<file path="config.mk">
export PLATFORM = sky130hd
export DESIGN_NAME = qos_mem_arbiter
export DESIGN_NICKNAME = d
export VERILOG_FILES = /design/src/rtl/qos_arb_pkg.sv /design/src/rtl/qos_frame_timer.sv /design/src/rtl/qos_token_bucket.sv /design/src/rtl/qos_wait_ager.sv /design/src/rtl/qos_mem_arbiter.sv
export SDC_FILE = /design/constraint.sdc
export NUM_CORES = 1
export LEC_CHECK = 0
export BUFFER_PORTS_ARGS = -buffer_cell sky130_fd_sc_hd__buf_2
export CAP_MARGIN = 20
export CORE_AREA = 2 2 39 41
export CTS_CLUSTER_SIZE = 30
export DETAILED_ROUTE_END_ITERATION = 16
export DIE_AREA = 0 0 41 43
export GPL_ROUTABILITY_DRIVEN = 1
export PLACE_DENSITY = 0.67
export SKIP_LAST_GASP = 1
export SLEW_MARGIN = 5
export SYNTH_ARGS = -nofsm -noshare
export SYNTH_HDL_FRONTEND = slang
export SYNTH_HIERARCHICAL = 1
export SYNTH_SLANG_ARGS = --single-unit
</file>
<file path="constraint.sdc">
create_clock -name clk -period 3.1 [get_ports clk]
set_input_delay 0.31 -clock clk [delete_from_list [all_inputs] [get_ports clk]]
set_output_delay 0.31 -clock clk [all_outputs]
set_load 0.005 [all_outputs]
</file>
<file path="src/rtl/qos_arb_pkg.sv">
package qos_arb_pkg;

    typedef enum logic {
        CLS_RT = 1'b0,
        CLS_TP = 1'b1
    } qos_cls_e;

    function automatic int cnt_width(input int limit);
        return (limit > 1) ? $clog2(limit) : 1;
    endfunction

endpackage

</file>
<file path="src/rtl/qos_frame_timer.sv">
module qos_frame_timer #(
    parameter int FRAME_LEN      = 5,
    parameter int RESERVED_SLOTS = 2,
    localparam int SLOT_W        = qos_arb_pkg::cnt_width(FRAME_LEN)
) (
    input  logic              clk,
    input  logic              rst_n,
    output logic [SLOT_W-1:0] slot,
    output logic              reserved
);

    typedef struct packed {
        logic [SLOT_W-1:0] slot;
    } frame_state_t;

    frame_state_t state_d, state_q;

    always_comb begin
        state_d = state_q;
        if (state_q.slot == SLOT_W'(FRAME_LEN - 1)) begin
            state_d.slot = '0;
        end else begin
            state_d.slot = state_q.slot + 1'b1;
        end
    end

    always_ff @(posedge clk) begin
        if (!rst_n) begin
            state_q <= '0;
        end else begin
            state_q <= state_d;
        end
    end

    assign slot     = state_q.slot;
    assign reserved = (int'(state_q.slot) < RESERVED_SLOTS);

    // frame wraps after its last slot
    assert_slot_wrap_R2: assert property (@(posedge clk) disable iff (!rst_n)
        (slot == SLOT_W'(FRAME_LEN - 1)) |=> (slot == '0));

    // slot number stays inside the frame
    assert_slot_range_R2: assert property (@(posedge clk) disable iff (!rst_n)
        int'(slot) < FRAME_LEN);

endmodule

</file>
<file path="src/rtl/qos_token_bucket.sv">
module qos_token_bucket #(
    parameter int BUCKET_MAX    = 4,
    parameter int REFILL_PERIOD = 4,
    localparam int TOK_W        = qos_arb_pkg::cnt_width(BUCKET_MAX + 1),
    localparam int REF_W        = qos_arb_pkg::cnt_width(REFILL_PERIOD)
) (
    input  logic             clk,
    input  logic             rst_n,
    input  logic             consume,
    output logic [TOK_W-1:0] tokens,
    output logic             has_token
);

    typedef struct packed {
        logic [TOK_W-1:0] tok;
        logic [REF_W-1:0] phase;
    } bucket_state_t;

    bucket_state_t state_d, state_q;
    logic             refill;
    logic [TOK_W-1:0] after_use;

    always_comb begin
        state_d   = state_q;
        refill    = (state_q.phase == REF_W'(REFILL_PERIOD - 1));
        after_use = state_q.tok - (consume ? TOK_W'(1) : TOK_W'(0));

        state_d.phase = refill ? '0 : state_q.phase + 1'b1;

        if (refill && (after_use < TOK_W'(BUCKET_MAX))) begin
            state_d.tok = after_use + 1'b1;
        end else begin
            state_d.tok = after_use;
        end
    end

    always_ff @(posedge clk) begin
        if (!rst_n) begin
            state_q.tok   <= TOK_W'(BUCKET_MAX);
            state_q.phase <= '0;
        end else begin
            state_q <= state_d;
        end
    end

    assign tokens    = state_q.tok;
    assign has_token = (state_q.tok != '0);

    // bucket never holds more than its ceiling
    assert_tok_bound_R7: assert property (@(posedge clk) disable iff (!rst_n)
        tokens <= TOK_W'(BUCKET_MAX));

    // the arbiter never spends a token it does not have
    assert_no_underflow_R6: assert property (@(posedge clk) disable iff (!rst_n)
        consume |-> has_token);

    // a spend without refill lowers the count by exactly one
    assert_spend_one_R6: assert property (@(posedge clk) disable iff (!rst_n)
        (consume && !refill) |=> (tokens == $past(tokens) - 1'b1));

endmodule

</file>
<file path="src/rtl/qos_wait_ager.sv">
module qos_wait_ager #(
    parameter int AGE_MAX = 6,
    localparam int AGE_W  = qos_arb_pkg::cnt_width(AGE_MAX + 1)
) (
    input  logic clk,
    input  logic rst_n,
    input  logic req_pending,
    input  logic req_granted,
    output logic aged
);

    typedef struct packed {
        logic [AGE_W-1:0] wait_cnt;
    } ager_state_t;

    ager_state_t state_d, state_q;

    always_comb begin
        state_d = state_q;
        if (!req_pending || req_granted) begin
            state_d.wait_cnt = '0;
        end else if (state_q.wait_cnt != AGE_W'(AGE_MAX)) begin
            state_d.wait_cnt = state_q.wait_cnt + 1'b1;
        end
    end

    always_ff @(posedge clk) begin
        if (!rst_n) begin
            state_q <= '0;
        end else begin
            state_q <= state_d;
        end
    end

    assign aged = (state_q.wait_cnt == AGE_W'(AGE_MAX));

    // wait count saturates at its limit
    assert_age_bound_R8: assert property (@(posedge clk) disable iff (!rst_n)
        state_q.wait_cnt <= AGE_W'(AGE_MAX));

    // a served request starts its wait afresh
    assert_age_clear_R8: assert property (@(posedge clk) disable iff (!rst_n)
        req_granted |=> (state_q.wait_cnt == '0));

endmodule

</file>
<file path="src/rtl/qos_mem_arbiter.sv">
module qos_mem_arbiter #(
    parameter int FRAME_LEN      = 5,
    parameter int RESERVED_SLOTS = 2,
    parameter int BUCKET_MAX     = 4,
    parameter int REFILL_PERIOD  = 4,
    parameter int AGE_MAX        = 6
) (
    input  logic clk,
    input  logic rst_n,
    input  logic rt_valid,
    output logic rt_ready,
    input  logic tp_valid,
    output logic tp_ready,
    output logic grant_valid,
    output logic grant_class
);

    import qos_arb_pkg::*;

    localparam int SLOT_W = cnt_width(FRAME_LEN);
    localparam int TOK_W  = cnt_width(BUCKET_MAX + 1);

    logic [SLOT_W-1:0] slot;
    logic              reserved;
    logic [TOK_W-1:0]  tokens;
    logic              has_token;
    logic              aged;
    logic              tp_ok;
    qos_cls_e          win_cls;

    qos_frame_timer #(
        .FRAME_LEN      (FRAME_LEN),
        .RESERVED_SLOTS (RESERVED_SLOTS)
    ) u_frame (
        .clk      (clk),
        .rst_n    (rst_n),
        .slot     (slot),
        .reserved (reserved)
    );

    qos_token_bucket #(
        .BUCKET_MAX    (BUCKET_MAX),
        .REFILL_PERIOD (REFILL_PERIOD)
    ) u_bucket (
        .clk       (clk),
        .rst_n     (rst_n),
        .consume   (tp_ready),
        .tokens    (tokens),
        .has_token (has_token)
    );

    qos_wait_ager #(
        .AGE_MAX (AGE_MAX)
    ) u_ager (
        .clk         (clk),
        .rst_n       (rst_n),
        .req_pending (tp_valid),
        .req_granted (tp_ready),
        .aged        (aged)
    );

    always_comb begin
        rt_ready = 1'b0;
        tp_ready = 1'b0;
        tp_ok    = tp_valid && has_token;
        if (rst_n) begin
            if (reserved) begin
                if (rt_valid) begin
                    rt_ready = 1'b1;
                end else if (tp_ok) begin
                    tp_ready = 1'b1;
                end
            end else if (aged && tp_ok) begin
                tp_ready = 1'b1;
            end else if (rt_valid) begin
                rt_ready = 1'b1;
            end else if (tp_ok) begin
                tp_ready = 1'b1;
            end
        end
        win_cls = tp_ready ? CLS_TP : CLS_RT;
    end

    assign grant_valid = rt_ready | tp_ready;
    assign grant_class = logic'(win_cls);

    // only one class is accepted per cycle
    assert_one_grant_R9: assert property (@(posedge clk) disable iff (!rst_n)
        $countones({rt_ready, tp_ready}) <= 1);

    // nothing issues when nobody asks
    assert_idle_R9: assert property (@(posedge clk) disable iff (!rst_n)
        (!rt_valid && !tp_valid) |-> !grant_valid);

    // reserved slot belongs to a pending latency-critical request
    assert_reserved_rt_R3: assert property (@(posedge clk) disable iff (!rst_n)
        (reserved && rt_valid) |-> rt_ready);

    // an idle reserved slot goes to the bulk class when a token exists
    assert_slack_use_R4: assert property (@(posedge clk) disable iff (!rst_n)
        (reserved && !rt_valid && tp_valid && has_token) |-> tp_ready);

    // strict priority in open slots until aging applies
    assert_prio_R5: assert property (@(posedge clk) disable iff (!rst_n)
        (!reserved && !aged && rt_valid) |-> (rt_ready && !tp_ready));

    // bulk grants are gated by the bucket
    assert_token_gate_R6: assert property (@(posedge clk) disable iff (!rst_n)
        tp_ready |-> (tokens != '0));

    // an aged bulk request takes an open slot
    assert_age_force_R8: assert property (@(posedge clk) disable iff (!rst_n)
        (aged && !reserved && tp_valid && has_token) |-> tp_ready);

endmodule

</file>
Yosys cells after proc, flatten, opt, wreduce, memory -nomap -nowiden

Index checks and enable logic that the tools add are counted.
Widths: inputs -> output; s select.

Flip-flop bits (word level): 11

Add/subtract/negate cells: 5
$lt $le $gt $ge: 2
Equality and inequality tests: 4
Muxes and demuxes: 12
Bitwise operators: 2
Reduce and logical (&&, ||, !) cells: 9

Operator list:

| cell                | count |
|---|---|
| $mux 1              | 11 |
| $add 3x1->3 const B | 3 |
| $eq 3x3->1 const B  | 2 |
| $reduce_or 2->1     | 3 |
| $logic_and 1x1->1   | 3 |
| $lt 3x2->1 const B  | 1 |
| $lt 3x3->1 const B  | 1 |
| $mux 3              | 1 |
| $ne 3x3->1 const B  | 1 |
| $reduce_bool 3->1   | 1 |
| $sub 3x3->3         | 1 |
| $add 2x1->2 const B | 1 |
| $eq 2x2->1 const B  | 1 |
| $logic_not 1->1     | 1 |
| $logic_or 1x1->1    | 1 |
| $not 1->1           | 1 |
| $or 1x1->1          | 1 |

Logic depth before layout (Yosys ltp)

Depth after elaboration: 12
Depth in mapped cells: 11
Gate-level depth less buffers: 11

Hierarchy

Netlist, hierarchy kept.

By module, submodules not included:

| module           | times used | cells each | area each (sq um) | seq. area each (sq um) |
|---|---|---|---|---|
| qos_token_bucket | 1          | 28         | 274.0             | 100.1 |
| qos_wait_ager    | 1          | 17         | 162.7             | 60.1 |
| qos_frame_timer  | 1          | 14         | 138.9             | 60.1 |
| qos_mem_arbiter  | 1          | 8          | 56.3              | 0.0 |

Worst setup path after synthesis

OpenSTA, ideal clock, no wires.

Path kind: register to register
From: register u_ager/state_q[0] (netlist name)
To: register u_bucket.state_q (netlist bit u_bucket/tokens[1])
Setup time: 0.115 ns
Arrival: 2.100 ns
Setup slack: 0.886 ns
Cell stages (with the launch flop): 12
Path buffers: 0
Period minus slack after synthesis: 2.214 ns
Cell sequence: dfxtp_1 -> inv_1 -> ha_1 -> and2_2 -> nand2b_4 -> a21oi_1 -> ha_1 -> ha_1 -> inv_1 -> ha_1 -> and3_1 -> o21a_1

Longest elaborated chain between the ends: 10

Ends and longest elaborated chain:

| element                  | line                   | text |
|---|---|---|
| start: declaration       | qos_wait_ager.sv:16    | `ager_state_t state_d, state_q;` |
| start signal: assignment | qos_wait_ager.sv:31    | `state_q <= state_d;` |
| $eq 3x3->1 *             | qos_wait_ager.sv:35    | `assign aged = (state_q.wait_cnt == AGE_W'(AGE_MAX));` |
| named net aged           | qos_mem_arbiter.sv:27  | `logic aged;` |
| $logic_and 1x1->1 *      | qos_mem_arbiter.sv:73  | `end else if (aged && tp_ok) begin` |
| $mux 1 *                 | qos_mem_arbiter.sv:73  |  |
| $mux 1 *                 | qos_mem_arbiter.sv:67  | `if (reserved) begin` |
| $mux 1 *                 | qos_mem_arbiter.sv:66  | `if (rst_n) begin` |
| $mux 1 *                 | qos_token_bucket.sv:26 | `after_use = state_q.tok - (consume ? TOK_W'(1) : TOK_W'(0));` |
| $sub 3x3->3 *            | qos_token_bucket.sv:26 |  |
| $lt 3x3->1               | qos_token_bucket.sv:30 | `if (refill && (after_use < TOK_W'(BUCKET_MAX))) begin` |
| $logic_and 1x1->1        | qos_token_bucket.sv:30 |  |
| $mux 3 *                 | qos_token_bucket.sv:30 |  |
| end signal: assignment   | qos_token_bucket.sv:42 | `state_q <= state_d;` |
| end: declaration         | qos_token_bucket.sv:19 | `bucket_state_t state_d, state_q;` |

The timed path passes the listed nets; every way through them passes the cells marked *.
A chain may end at the register's enable or synchronous reset.

Worst setup path in the final report

Ends and elaborated chain as after synthesis.

==> flow_summary_export.csv <==
group,metric,value,unit
run_status,status,"finished clean",
critical_path,r2r_end,"u_bucket/tokens[1]$_SDFF_PN0_",
layout,syn_to_final_growth,12.1,%
timing,finalSetupViolations,0,
min_path,min_from,"rst_n",
critical_path,rr_startpoint,"u_ager/state_q[0]$_SDFFE_PP0P_",
die,coreArea,1380,um^2
logic_synthesis,synth_cells,64,
cts,clock_latency,0.27,ns
pwr,leakage,0.349,nW
critical_path,slowest_stage,"dfxtp_1",
drt,drc,0,
die,start_util,0.440,
drt,route.final.wire_length,907,um
critical_path,slowest_delay,0.37,ns
critical_path,worstPathCellList,"inv_1 -> ha_1 -> and2_2 -> nand2b_4 -> a21oi_1 -> ha_1 -> ha_1 -> inv_1 -> ha_1 -> and3_1 -> o21a_1",
timing,finalClockSkew,0.000883,ns
cts,cts.sinks,11,
logic_synthesis,syn_area,609,um^2
place,dpl.hpwl,691,um
timing,holdWs,0.315,ns
critical_path,r2r_slack,0.78,ns
cts,cts-buffers-inserted,3,
min_path,hold_depth,2,
cts,hold_buffers,0,
critical_path,path_buf_inv,2,
layout,diodes,0,
timing,tns,0,ns
drt,wire_per_inst,10.1,um
drt,ant_nets,0,
logic_synthesis,postSynthAreaPerCell,9.52,um^2
drt,routed_via_density,4.80,
die,die_y,43,um
critical_path,cp_common_cell,"ha_1",
place,port_buffers,7,
layout,final_common_cell,"dfxtp_1",
logic_synthesis,synth_warnings,6,
critical_path,crit_path_end_kind,"flop",
timing,max_freq,431,MHz
min_path,hold_path_end,"u_bucket/tokens[2]$_SDFF_PN1_",
timing,slew_violations,0,
min_path,hold_path.class,"input pin to flop",
cts,path_clk_slew,0.07,ns
layout,layout-drive-gt1-share,0.230,
layout,final_util,0.494,
timing,slew_headroom,0.817,
critical_path,arrival,2.49,ns
grt,grt_usage,0.138,
place,gp_congestion,0.654,
critical_path,crit_type,"flop to flop",
grt,grt_max_degree,13,
cts,cts_max_level,1,
die,die_area,1760,um^2
job,cap_viol_max_count,0,
die,num_rows,14,
timing,tightestPinTransition,0.274,ns
pwr,vdd_drop_max,0.227,mV
cts,clockBufferDepth,2,
die,dieWidth,41,um
drt,first_pass_iters,4,
timing,period_share,0.748,
timing,post-route-min-period,2.32,ns
drt,drt_iter0_markers,8,
timing,rsz0062_at_grt,"no",
pwr,powerDensity,450,nW/um^2
cts,cts_tree,"yes",
layout,final_nets,87,
layout,layout_common_cells,"dfxtp_1 (11), ha_1 (8), buf_2 (7), inv_1 (7), a21oi_1 (6)",
die,ioPinCount,8,
critical_path,start_kind,"flop",
grt,grt_pass1_wl,1570,um
critical_path,r2r_cells,11,
cts,root_buffer,"clkbuf_4",
layout,nFillCells,140,
critical_path,cp_max_fo,6,
cts,cts_setup_buffers,0,
drt,vias,432,
logic_synthesis,syn-num-nets,76,
cts,cts_resized,0,
timing,final-hold-violation-count,0,
grt,antenna_found_initial,0,
critical_path,worstPathRequired,3.27,ns
grt,grt_overflow,0,
critical_path,path_delay_family,"adder cells",
grt,grt_pass1_vias,387,
[routing by layer]
metal	part of all wire	routed length (um)	GRT usage	up-vias
li1	-	-	-	239
met1	0.50	451	0.164	182
met2	0.42	378	0.188	9
met3	0.073	66	0.0942	2
met4	0.011	10	0.0600	0
met5	0	0	0	-
[cell type report]
| class | instances | area, um^2 | share of cell area |
|---|---|---|---|
| multi-input cells | 45 | 355 | 0.520 |
| flip-flops and latches | 11 | 220 | 0.322 |
| repair buffers | 7 | 35.0 | 0.0513 |
| clock buffers | 4 | 26.3 | 0.0385 |
| inverters | 7 | 26.3 | 0.0385 |
| well taps | 16 | 20.0 | 0.0293 |
[through the flow]
step / area [um^2] / instances / worst slack (ns) / power, mW
global placement: 657 / 86 / 0.826 / 0.212
CTS: 683 / 90 / 0.768 / 0.314
detailed placement: 657 / 86 / 0.782 / 0.213
global route: 683 / 90 / 0.563 / 0.330
floorplan: 609 / 64 / 0.886 / 0.199
finish: 683 / 90 / 0.780 / 0.307
[where the power goes]
part	leakage [nW]	internal (mW)	switching [mW]	total, mW
Sequential	0.0904	0.153	0.00668	0.159
Clock	0.0150	0.0499	0.0483	0.0981
Combinational	0.244	0.0255	0.0243	0.0498
Total	0.349	0.228	0.0793	0.307
[worst max path at each step]
stage	start	to	slack, ns	depth (start not counted)
after floorplan	u_ager/state_q[0]$_SDFFE_PP0P_	u_bucket/tokens[1]$_SDFF_PN0_	0.89	11
after global placement	u_ager/state_q[0]$_SDFFE_PP0P_	u_bucket/tokens[1]$_SDFF_PN0_	0.83	11
after detailed placement	u_ager/state_q[0]$_SDFFE_PP0P_	u_bucket/tokens[1]$_SDFF_PN0_	0.78	11
after CTS	u_ager/state_q[0]$_SDFFE_PP0P_	u_bucket/tokens[1]$_SDFF_PN0_	0.77	11
after global routing	u_ager/state_q[0]$_SDFFE_PP0P_	u_bucket/tokens[1]$_SDFF_PN0_	0.56	11
final	u_ager/state_q[0]$_SDFFE_PP0P_	u_bucket/tokens[1]$_SDFF_PN0_	0.78	11
[worst reg2reg max path, cell delays in order, from the launching register on]
cell and delay, ns:
dfxtp_1 0.37, inv_1 0.06, ha_1 0.25, and2_2 0.23, nand2b_4 0.07, a21oi_1 0.10
ha_1 0.20, ha_1 0.29, inv_1 0.04, ha_1 0.27, and3_1 0.16, o21a_1 0.17
[registers in the layout, indices dropped and copies added (netlist names)]
register / count
u_ager/state_q: 3
u_bucket/tokens: 3
u_frame/slot: 3
u_bucket/state_q: 2
Note: power is estimated with default switching activity, not from simulation.
